===== src/rtl/sg_pkg.sv =====
package sg_pkg;
  typedef enum logic [1:0] {
    ST_IDLE   = 2'd0,
    ST_DECIDE = 2'd1,
    ST_OFF    = 2'd2
  } guard_st_e;

  function automatic int unsigned max2(int unsigned a, int unsigned b);
    return (a > b) ? a : b;
  endfunction
endpackage


===== src/rtl/sg_sync.sv =====
module sg_sync #(
  parameter int unsigned W = 3
) (
  input  logic         clk,
  input  logic         rst_n,
  input  logic [W-1:0] d,
  output logic [W-1:0] q
);
  for (genvar i = 0; i < W; i++) begin : g_bit
    logic s1, s2;
    always_ff @(posedge clk or negedge rst_n) begin
      if (!rst_n) begin
        s1 <= 1'b0;
        s2 <= 1'b0;
      end else begin
        s1 <= d[i];
        s2 <= s1;
      end
    end
    assign q[i] = s2;
  end
endmodule


===== src/rtl/sg_fsm.sv =====
module sg_fsm
  import sg_pkg::*;
#(
  parameter int unsigned DECIDE_CYC = 1000,
  parameter int unsigned OFF_CYC    = 5000
) (
  input  logic clk,
  input  logic rst_n,
  input  logic oc,
  output logic pwr_on,
  output logic status,
  output logic trip,
  output logic restore
);
  localparam int unsigned CW = $clog2(max2(DECIDE_CYC, OFF_CYC) + 1);
  localparam logic [CW-1:0] D_LAST = CW'(DECIDE_CYC - 1);
  localparam logic [CW-1:0] O_LAST = CW'(OFF_CYC - 1);

  guard_st_e     state;
  logic [CW-1:0] cnt;
  logic          held;

  assign trip    = (state == ST_DECIDE) && (cnt == D_LAST) && held && oc;
  assign restore = (state == ST_OFF) && (cnt == O_LAST);
  assign pwr_on  = (state != ST_OFF);
  assign status  = (state != ST_IDLE);

  always_ff @(posedge clk or negedge rst_n) begin
    if (!rst_n) begin
      state <= ST_IDLE;
      cnt   <= '0;
      held  <= 1'b0;
    end else begin
      case (state)
        ST_IDLE: begin
          if (oc) begin
            state <= ST_DECIDE;
            cnt   <= '0;
            held  <= 1'b1;
          end
        end
        ST_DECIDE: begin
          held <= held & oc;
          if (cnt == D_LAST) begin
            cnt   <= '0;
            state <= trip ? ST_OFF : ST_IDLE;
          end else begin
            cnt <= cnt + 1'b1;
          end
        end
        ST_OFF: begin
          if (restore) begin
            cnt   <= '0;
            state <= ST_IDLE;
          end else begin
            cnt <= cnt + 1'b1;
          end
        end
        default: state <= ST_IDLE;
      endcase
    end
  end

  // the off state is only ever entered from a completed decision window
  a_r4_off_from_decide: assert property (@(posedge clk) disable iff (!rst_n)
    (state == ST_OFF && $past(state) != ST_OFF) |-> ($past(state) == ST_DECIDE));

  // flags cannot shorten the off interval
  a_r6_off_holds: assert property (@(posedge clk) disable iff (!rst_n)
    (state == ST_OFF && cnt != O_LAST) |=> (state == ST_OFF));
endmodule


===== src/rtl/sg_recovery.sv =====
module sg_recovery #(
  parameter int unsigned FUNC_CYC   = 2500,
  parameter int unsigned COARSE_CYC = 3000,
  parameter int unsigned FULL_CYC   = 500000
) (
  input  logic       clk,
  input  logic       rst_n,
  input  logic       trip,
  input  logic       restore,
  output logic [2:0] ready
);
  localparam int unsigned RW = $clog2(FULL_CYC + 1);
  localparam int unsigned TH [3] = '{FUNC_CYC, COARSE_CYC, FULL_CYC};
  localparam logic [RW-1:0] R_LAST = RW'(FULL_CYC - 1);

  logic          run;
  logic [RW-1:0] cnt;

  always_ff @(posedge clk or negedge rst_n) begin
    if (!rst_n) begin
      run <= 1'b0;
      cnt <= '0;
    end else if (trip) begin
      run <= 1'b0;
      cnt <= '0;
    end else if (restore) begin
      run <= 1'b1;
      cnt <= '0;
    end else if (run) begin
      cnt <= cnt + 1'b1;
      if (cnt == R_LAST) run <= 1'b0;
    end
  end

  for (genvar i = 0; i < 3; i++) begin : g_stage
    localparam logic [RW-1:0] HIT = RW'(TH[i] - 1);
    always_ff @(posedge clk or negedge rst_n) begin
      if (!rst_n)                     ready[i] <= 1'b1;
      else if (trip)                  ready[i] <= 1'b0;
      else if (run && cnt == HIT)     ready[i] <= 1'b1;
    end
  end

  // full accuracy implies the earlier stages
  a_r7_stage_order: assert property (@(posedge clk) disable iff (!rst_n)
    ready[2] |-> (ready[1] && ready[0]));
endmodule


===== src/rtl/sg_trip_counter.sv =====
module sg_trip_counter #(
  parameter int unsigned CNT_W = 8
) (
  input  logic             clk,
  input  logic             rst_n,
  input  logic             inc,
  output logic [CNT_W-1:0] count
);
  localparam logic [CNT_W-1:0] TOP = {CNT_W{1'b1}};

  always_ff @(posedge clk or negedge rst_n) begin
    if (!rst_n)                  count <= '0;
    else if (inc && count != TOP) count <= count + 1'b1;
  end

  // never wraps
  a_r9_no_wrap: assert property (@(posedge clk) disable iff (!rst_n)
    ($past(count) == TOP) |-> (count == TOP));
  // changes only after a restore pulse
  a_r9_step_on_restore: assert property (@(posedge clk) disable iff (!rst_n)
    (count != $past(count)) |-> $past(inc));
endmodule


===== src/rtl/supply_guard.sv =====
module supply_guard #(
  parameter int unsigned DECIDE_CYC = 1000,
  parameter int unsigned OFF_CYC    = 5000,
  parameter int unsigned FUNC_CYC   = 2500,
  parameter int unsigned COARSE_CYC = 3000,
  parameter int unsigned FULL_CYC   = 500000,
  parameter int unsigned CNT_W      = 8
) (
  input  logic             clk,
  input  logic             rst_n,
  input  logic             oc_ana_i,
  input  logic             oc_dig_i,
  input  logic             bist_i,
  output logic             ana_pwr_en_o,
  output logic             dig_pwr_en_o,
  output logic             iso_on_o,
  output logic             crowbar_o,
  output logic             lp_status_o,
  output logic             func_ok_o,
  output logic             coarse_ok_o,
  output logic             full_ok_o,
  output logic [CNT_W-1:0] trip_count_o
);
  logic [2:0] raw_in, synced;
  logic       oc_any, pwr_on, trip, restore;
  logic [2:0] ready;

  assign raw_in = {bist_i, oc_dig_i, oc_ana_i};

  sg_sync #(.W(3)) u_sync (
    .clk(clk), .rst_n(rst_n), .d(raw_in), .q(synced)
  );

  assign oc_any = |synced;

  sg_fsm #(.DECIDE_CYC(DECIDE_CYC), .OFF_CYC(OFF_CYC)) u_fsm (
    .clk(clk), .rst_n(rst_n), .oc(oc_any),
    .pwr_on(pwr_on), .status(lp_status_o), .trip(trip), .restore(restore)
  );

  sg_recovery #(.FUNC_CYC(FUNC_CYC), .COARSE_CYC(COARSE_CYC), .FULL_CYC(FULL_CYC)) u_rec (
    .clk(clk), .rst_n(rst_n), .trip(trip), .restore(restore), .ready(ready)
  );

  sg_trip_counter #(.CNT_W(CNT_W)) u_cnt (
    .clk(clk), .rst_n(rst_n), .inc(restore), .count(trip_count_o)
  );

  assign ana_pwr_en_o = pwr_on;
  assign dig_pwr_en_o = pwr_on;
  assign iso_on_o     = pwr_on;
  assign crowbar_o    = ~pwr_on;
  assign func_ok_o    = ready[0];
  assign coarse_ok_o  = ready[1];
  assign full_ok_o    = ready[2];

  // no recovery stage is reported while the rails are off
  a_r7_dark_while_off: assert property (@(posedge clk) disable iff (!rst_n)
    !pwr_on |-> (ready == 3'b000));
  // status is high whenever power is removed
  a_r4_status_when_off: assert property (@(posedge clk) disable iff (!rst_n)
    !pwr_on |-> lp_status_o);
endmodule


===== config.mk =====
export PLATFORM = sky130hd
export DESIGN_NAME = supply_guard
export DESIGN_NICKNAME = d
export VERILOG_FILES = /design/src/rtl/sg_pkg.sv /design/src/rtl/sg_sync.sv /design/src/rtl/sg_fsm.sv /design/src/rtl/sg_recovery.sv /design/src/rtl/sg_trip_counter.sv /design/src/rtl/supply_guard.sv
export SDC_FILE = /design/constraint.sdc
export NUM_CORES = 1
export LEC_CHECK = 0
export CELL_PAD_IN_SITES_DETAIL_PLACEMENT = 1
export CELL_PAD_IN_SITES_GLOBAL_PLACEMENT = 2
export CORE_ASPECT_RATIO = 0.7
export CORE_MARGIN = 4
export CORE_UTILIZATION = 39
export CTS_BUF_LIST = sky130_fd_sc_hd__clkbuf_4 sky130_fd_sc_hd__clkbuf_8
export DETAILED_ROUTE_END_ITERATION = 12
export GPL_ROUTABILITY_DRIVEN = 0
export GPL_TIMING_DRIVEN = 1
export HOLD_SLACK_MARGIN = 0.02
export PLACE_DENSITY = 0.78
export SLEW_MARGIN = 25
export SYNTH_ARGS = -nofsm -noshare
export SYNTH_HDL_FRONTEND = slang
export SYNTH_SLANG_ARGS = --single-unit

===== constraint.sdc =====
create_clock -name clk -period 2.3 [get_ports clk]
set_input_delay 0.46 -clock clk [delete_from_list [all_inputs] [get_ports clk]]
set_output_delay 0.46 -clock clk [all_outputs]
set_load 0.1 [all_outputs]

Word level (Yosys, flattened, before mapping). Index checks and enable logic that the tools add are counted.

Add/sub/neg operators: 3. Multiply operators: 0. Div/mod/pow operators: 0. $lt $le $gt $ge: 0. Equal/unequal tests: 12. Shifts and indexed selects: 0. Muxes and demuxes: 24. Bitwise gates (word level): 2. Reduce and logical (&&, ||, !) cells: 20.

Operators with widths (count): 2-to-1 mux 19 bit (3); 2-to-1 mux 13 bit (3); case mux 13 bit (3 select lines) (1); equality test 19 x 12 -> 1 bit (second input constant) (2); adder 19 x 1 -> 19 bit (second input constant) (1); equality test 19 bit (second input constant) (1); adder 13 x 1 -> 13 bit (second input constant) (1); equality test 13 x 10 -> 1 bit (second input constant) (1); equality test 13 bit (second input constant) (1); 2-to-1 mux 1 bit (11); nonzero test 2 bit (5); adder 8 x 1 -> 8 bit (second input constant) (1); logical AND 1 bit (8); 2-to-1 mux 2 bit (4); != test 8 bit (second input constant) (1); case mux 2 bit (3 select lines) (1); nonzero test 3 bit (2); != test 2 x 1 -> 1 bit (second input constant) (2); != test 2 bit (second input constant) (2); AND reduction 2 bit (2); AND reduction 3 bit (1); OR reduction 3 bit (1); equality test 2 x 1 -> 1 bit (second input constant) (1); equality test 2 bit (second input constant) (1); other kinds (4) (4).

Flip-flop bits (word level): 53. Bits in latches: 0. Bits in writable memories: 0. Bits in read-only memories: 0. Bits of input ports: 5. Memories kept: 0.

Longest topological paths before layout.
Depth after elaboration: 7. Mapped depth: 7. Depth with buffers taken out: 7.

Hierarchy. From an unflattened synthesis, not the netlist that was laid out.

Cells, all modules: 301. Area total of the unflattened synthesis: 2901.5 um^2.

By module, submodules not included: sg_recovery (instances 1, cells each 129, area an instance 1216.2 um^2, seq. area each 579.3 um^2); sg_fsm (instances 1, cells each 125, area an instance 1079.8 um^2, seq. area each 400.4 um^2); sg_trip_counter (instances 1, cells each 34, area an instance 407.9 um^2, seq. area each 200.2 um^2); sg_sync (instances 1, cells each 9, area an instance 172.7 um^2, seq. area each 150.1 um^2); supply_guard (instances 1, cells each 4, area an instance 25.0 um^2, seq. area each 0.0 um^2).

Worst setup path after synthesis. OpenSTA, ideal clock, no wires.

Path kind: register -> register. Start: register u_fsm.state[0]. End: register u_cnt.count[7]. Arrival: 3.365 ns. Required time: 2.140 ns. Slack: -1.225 ns. Stages on the path, launching flop included: 8. Period minus slack after synthesis: 3.525 ns. Path through: dfrtp_1 inv_1 ha_1 inv_1 or3_4 a311oi_4 nand4_1 xnor2_1.

Longest elaborated chain between the ends: 3.

RTL lines: from (decl) (RTL line sg_fsm.sv:19) `guard_st_e state;`; from (signal assigned) (RTL line sg_fsm.sv:46) `state <= trip ? ST_OFF : ST_IDLE;`; equality test 2 bit (RTL line sg_fsm.sv:24) `assign restore = (state == ST_OFF) && (cnt == O_LAST);`; logical AND 1 bit (RTL line sg_fsm.sv:24); logical AND 1 bit (RTL line sg_trip_counter.sv:13) `else if (inc && count != TOP) count <= count + 1'b1;`; to (signal assigned) (RTL line sg_trip_counter.sv:13); to (decl) (RTL line sg_trip_counter.sv:7) `output logic [CNT_W-1:0] count`.

No other way between the ends. A chain may end at the register's enable or synchronous reset.

Worst setup path after layout.
Start: register u_fsm.cnt[0]. End: register u_fsm.cnt[0].

Longest elaborated chain between the ends: 4.

RTL lines: from (decl) (RTL line sg_fsm.sv:20) `logic [CW-1:0] cnt;`; from (signal assigned) (RTL line sg_fsm.sv:48) `cnt <= cnt + 1'b1;`; from (signal assigned) (RTL line sg_fsm.sv:56) `cnt <= cnt + 1'b1;`; branches (longest 3 deep; another with adder 13 x 1 -> 13 bit); case mux 13 bit (3 select lines) * (RTL line sg_fsm.sv:34) `case (state)`.

Mark *: on every way between the ends.

==> flow_metrics.tcl <==
set metrics [dict create \
    final_hold_viol_count 0 \
    vias_per_cell 5.27 \
    cp.required_ns 2.49 \
    peakVddDrop_mv 0.377 \
    cp.arrival_ns 2.34 \
    post_drt_wl_per_cell_microns 16.4 \
    utilization_pct 47.8 \
    ys_ff_latch 53 \
    min_period_ns 2.14 \
    area_growth_pct 19.2 \
    cts_tree "done" \
    startpoint_type "flip-flop" \
    crit_fanout 8 \
    grt_usage_pct 16.5 \
    rows 25 \
    ff2ff_path_depth 6 \
    critPathMaxStageDelay_ns 0.40 \
    finalNetCount 309 \
    cts_max_path_buffers 2 \
    antenna_left 0 \
    die_w_microns 107 \
    reg2reg_from "u_fsm.cnt[0]" \
    die_h_microns 77.6 \
    fillers 779 \
    clkPwrFrac_pct 32.0 \
    syn-num-nets 277 \
    netlist-cell-type-count 49 \
    switching_share_pct 29.4 \
    netlist_area_sq_um 2700 \
    synth_top_area_share_pct 46.4 \
    rsz0062_at_grt "false" \
    die_area_sq_um 8330 \
    synth_seq_area_share_pct 49.4 \
    hold_slack_ns 0.260 \
    layout_worst_path_cycle_share_pct 93.2 \
    fmaxAchievable_mhz 466 \
    min_path_type "in -> async" \
    fin_skew_ns 0.00427 \
    vias 2067 \
    portBuffers 20 \
    htreeDepth 2 \
    numCtsBuffers 5 \
    r2r_end "u_fsm.cnt[0]" \
    cts-root-buf "clkbuf_8" \
    maxCapViolations 0 \
    worstSkewPairLatency_ns 0.30 \
    grt_pass1_wl_mm 11.1 \
    cts.sinks 53 \
    core_area_sq_um 6730 \
    p_int_mw 1.50 \
    grt_pass1_vias 2121 \
    drive_gt1_share_pct 19.8 \
    syn_inst 265 \
    critPathLaunch "u_fsm.cnt[0]" \
    drt_first_pass_iters 4 \
    powerDensity_nw_per_um2 662 \
    synth_area_leaders "dfrtp_1 (46%), nor2_1 (5.2%), xor2_1 (4.2%)" \
    path_clk_slew_ns 0.10 \
    maxSlewViolCount 0 \
    end_kind "flip-flop" \
    critPathKind "reg -> reg" \
    diodes 0 \
    drc_errors 0 \
    hpwl_mm 4.63 \
    dpl_cell_area_sq_um 3070 \
    ioPinCount 21 \
    fin_area_sq_um 3210 \
    worstPathCellList "ha_1 -> nand4bb_1 -> o41ai_2 -> o22a_1 -> nor2_1 -> mux2_2" \
    most-common-layout-cells "dfrtp_1 (50), nor2_1 (37), buf_4 (25)" \
    grt_max_degree 54 \
    final-setup-viol-count 0 \
    final_common_cell "dfrtp_1" \
    r2r_setup_slack_ns 0.16 \
    drt_iter0_drc 75 \
    p_leak_nw 1.48 \
    grt_overflow_total 0 \
    slew_headroom_pct 54.4 \
    outcome "finished, final reports clean" \
    start_util_pct 40.1 \
    ys.warnings.count 0 \
    p_seq_share_pct 47.0 \
    yosysTopAreaCell "dfrtp_1" \
    worst_pin_slew_ns 0.684 \
    synth_area_per_cell_sq_um 10.2 \
    share_comb_of_total_power_pct 21.0 \
    antenna_found_initial 0 \
    power_switching_mw 0.627 \
    cpMaxStageDelayCell "dfrtp_1" \
    drt_wl_total_mm 6.44 \
]
## cells by family (layout without fill, tap and decap cells)
family / count (synthesis) / count (layout) / share of synthesized area [%]
adders and majority gates: 7 / 7 / 3.25
muxes: 4 / 4 / 1.58
DFF: 53 / 53 / 49.4
buffers and inverters: 14 / 47 / 2.83
AOI/OAI and AO/OA: 41 / 41 / 10.4
and+or+nand+nor: 121 / 121 / 24.5
xor gates and xnor gates: 25 / 25 / 8.12
## worst max-delay path, delay by kind of cell (launching register included)
family	cells	cell delay [ns]
AO/OA/AOI/OAI	2	0.66
flip-flops	1	0.40
AND/OR/NAND/NOR	2	0.43
adder cells (fa/ha/maj)	1	0.23
multiplexers	1	0.31
## worst max-delay path by stage
stage | slack [ns] | cells past startpoint | end
4_1_cts | 0.10 | 5 | u_cnt.count[1]
2_1_floorplan | -0.45 | 7 | u_cnt.count[7]
5_1_grt | 0.03 | 7 | u_fsm.cnt[4]
6_report | 0.16 | 6 | u_fsm.cnt[0]
3_5_place_dp | 0.13 | 5 | u_cnt.count[1]
3_3_place_gp | 0.18 | 5 | u_cnt.count[1]
## power by group through the flow
| stage | combinational, mW | sequential [mW] | clock, mW |
|---|---|---|---|
| 3_5_place_dp | 0.444 | 1.02 | 0 |
| 4_1_cts | 0.448 | 0.999 | 0.699 |
| 6_report | 0.447 | 1.00 | 0.681 |
| 3_3_place_gp | 0.441 | 1.02 | 0 |
| 5_1_grt | 0.498 | 1.01 | 0.731 |
| 2_1_floorplan | 0.286 | 1.01 | 0 |
## flip-flops by register name, indices dropped and copies added (netlist names)
| name | flops |
|---|---|
| u_sync.g_bit.s1 | 3 |
| u_sync.g_bit.s2 | 3 |
| u_rec.ready | 3 |
| u_fsm.state | 2 |
| u_rec.run | 1 |
| u_fsm.cnt | 13 |
| u_rec.cnt | 19 |
| u_fsm.held | 1 |
| u_cnt.count | 8 |
## routing by layer
metal	share of wire (%)	wire, microns	track usage [%]
met4	0.75	48	3.40
met5	0	0	0
met1	56	3590	26.7
met2	40	2570	22.1
met3	3.5	228	3.66
## metrics by stage
stage	setup TNS, ns	worst slack [ns]	total power [mW]	std cells
3_5_place_dp	0	0.126	1.46	383
5_1_grt	0	0.0253	2.24	392
3_3_place_gp	0	0.182	1.46	383
6_report	0	0.156	2.13	392
2_1_floorplan	-7.16	-0.448	1.30	265
4_1_cts	0	0.104	2.15	391
## final cells by class
cell class | count | area, sq um | share of cell area (%)
clock buffer | 7 | 90.1 | 2.80
clock inverter | 1 | 30.0 | 0.935
inverter | 6 | 26.3 | 0.818
multi-input combinational | 198 | 1320 | 40.9
sequential | 53 | 1330 | 41.4
tap | 94 | 118 | 3.66
timing repair buffer | 33 | 303 | 9.43
## synthesized netlist by cell type, drive strengths merged
library cell and number:
a21o 2, a21oi 9, a22o 7, a311oi 1, a31oi 1, and2 2
and2b 2, and3 11, and4 2, buf 6, clkbuf 2, dfrtp 50
dfstp 3, ha 7, inv 6, mux2 2, mux2i 2, nand2 13
nand3 16, nand3b 2, nand4 10, nand4b 2, nand4bb 2, nor2 37
nor2b 3, nor3 3, nor3b 1, nor4 3, nor4b 2, o21ai 17
o21ba 1, o22a 2, o41ai 1, or2 2, or3 3, or4 4
or4b 1, xnor2 12, xor2 13
## what timing repair did
item | 4_1_cts | 5_1_grt
setup buffers | 0 | 1
hold buffers | 0 | 0
endpoints found under the setup margin | 0 | 10
gates resized for setup | 0 | 2
No activity file was read; power rests on OpenSTA's default activity.
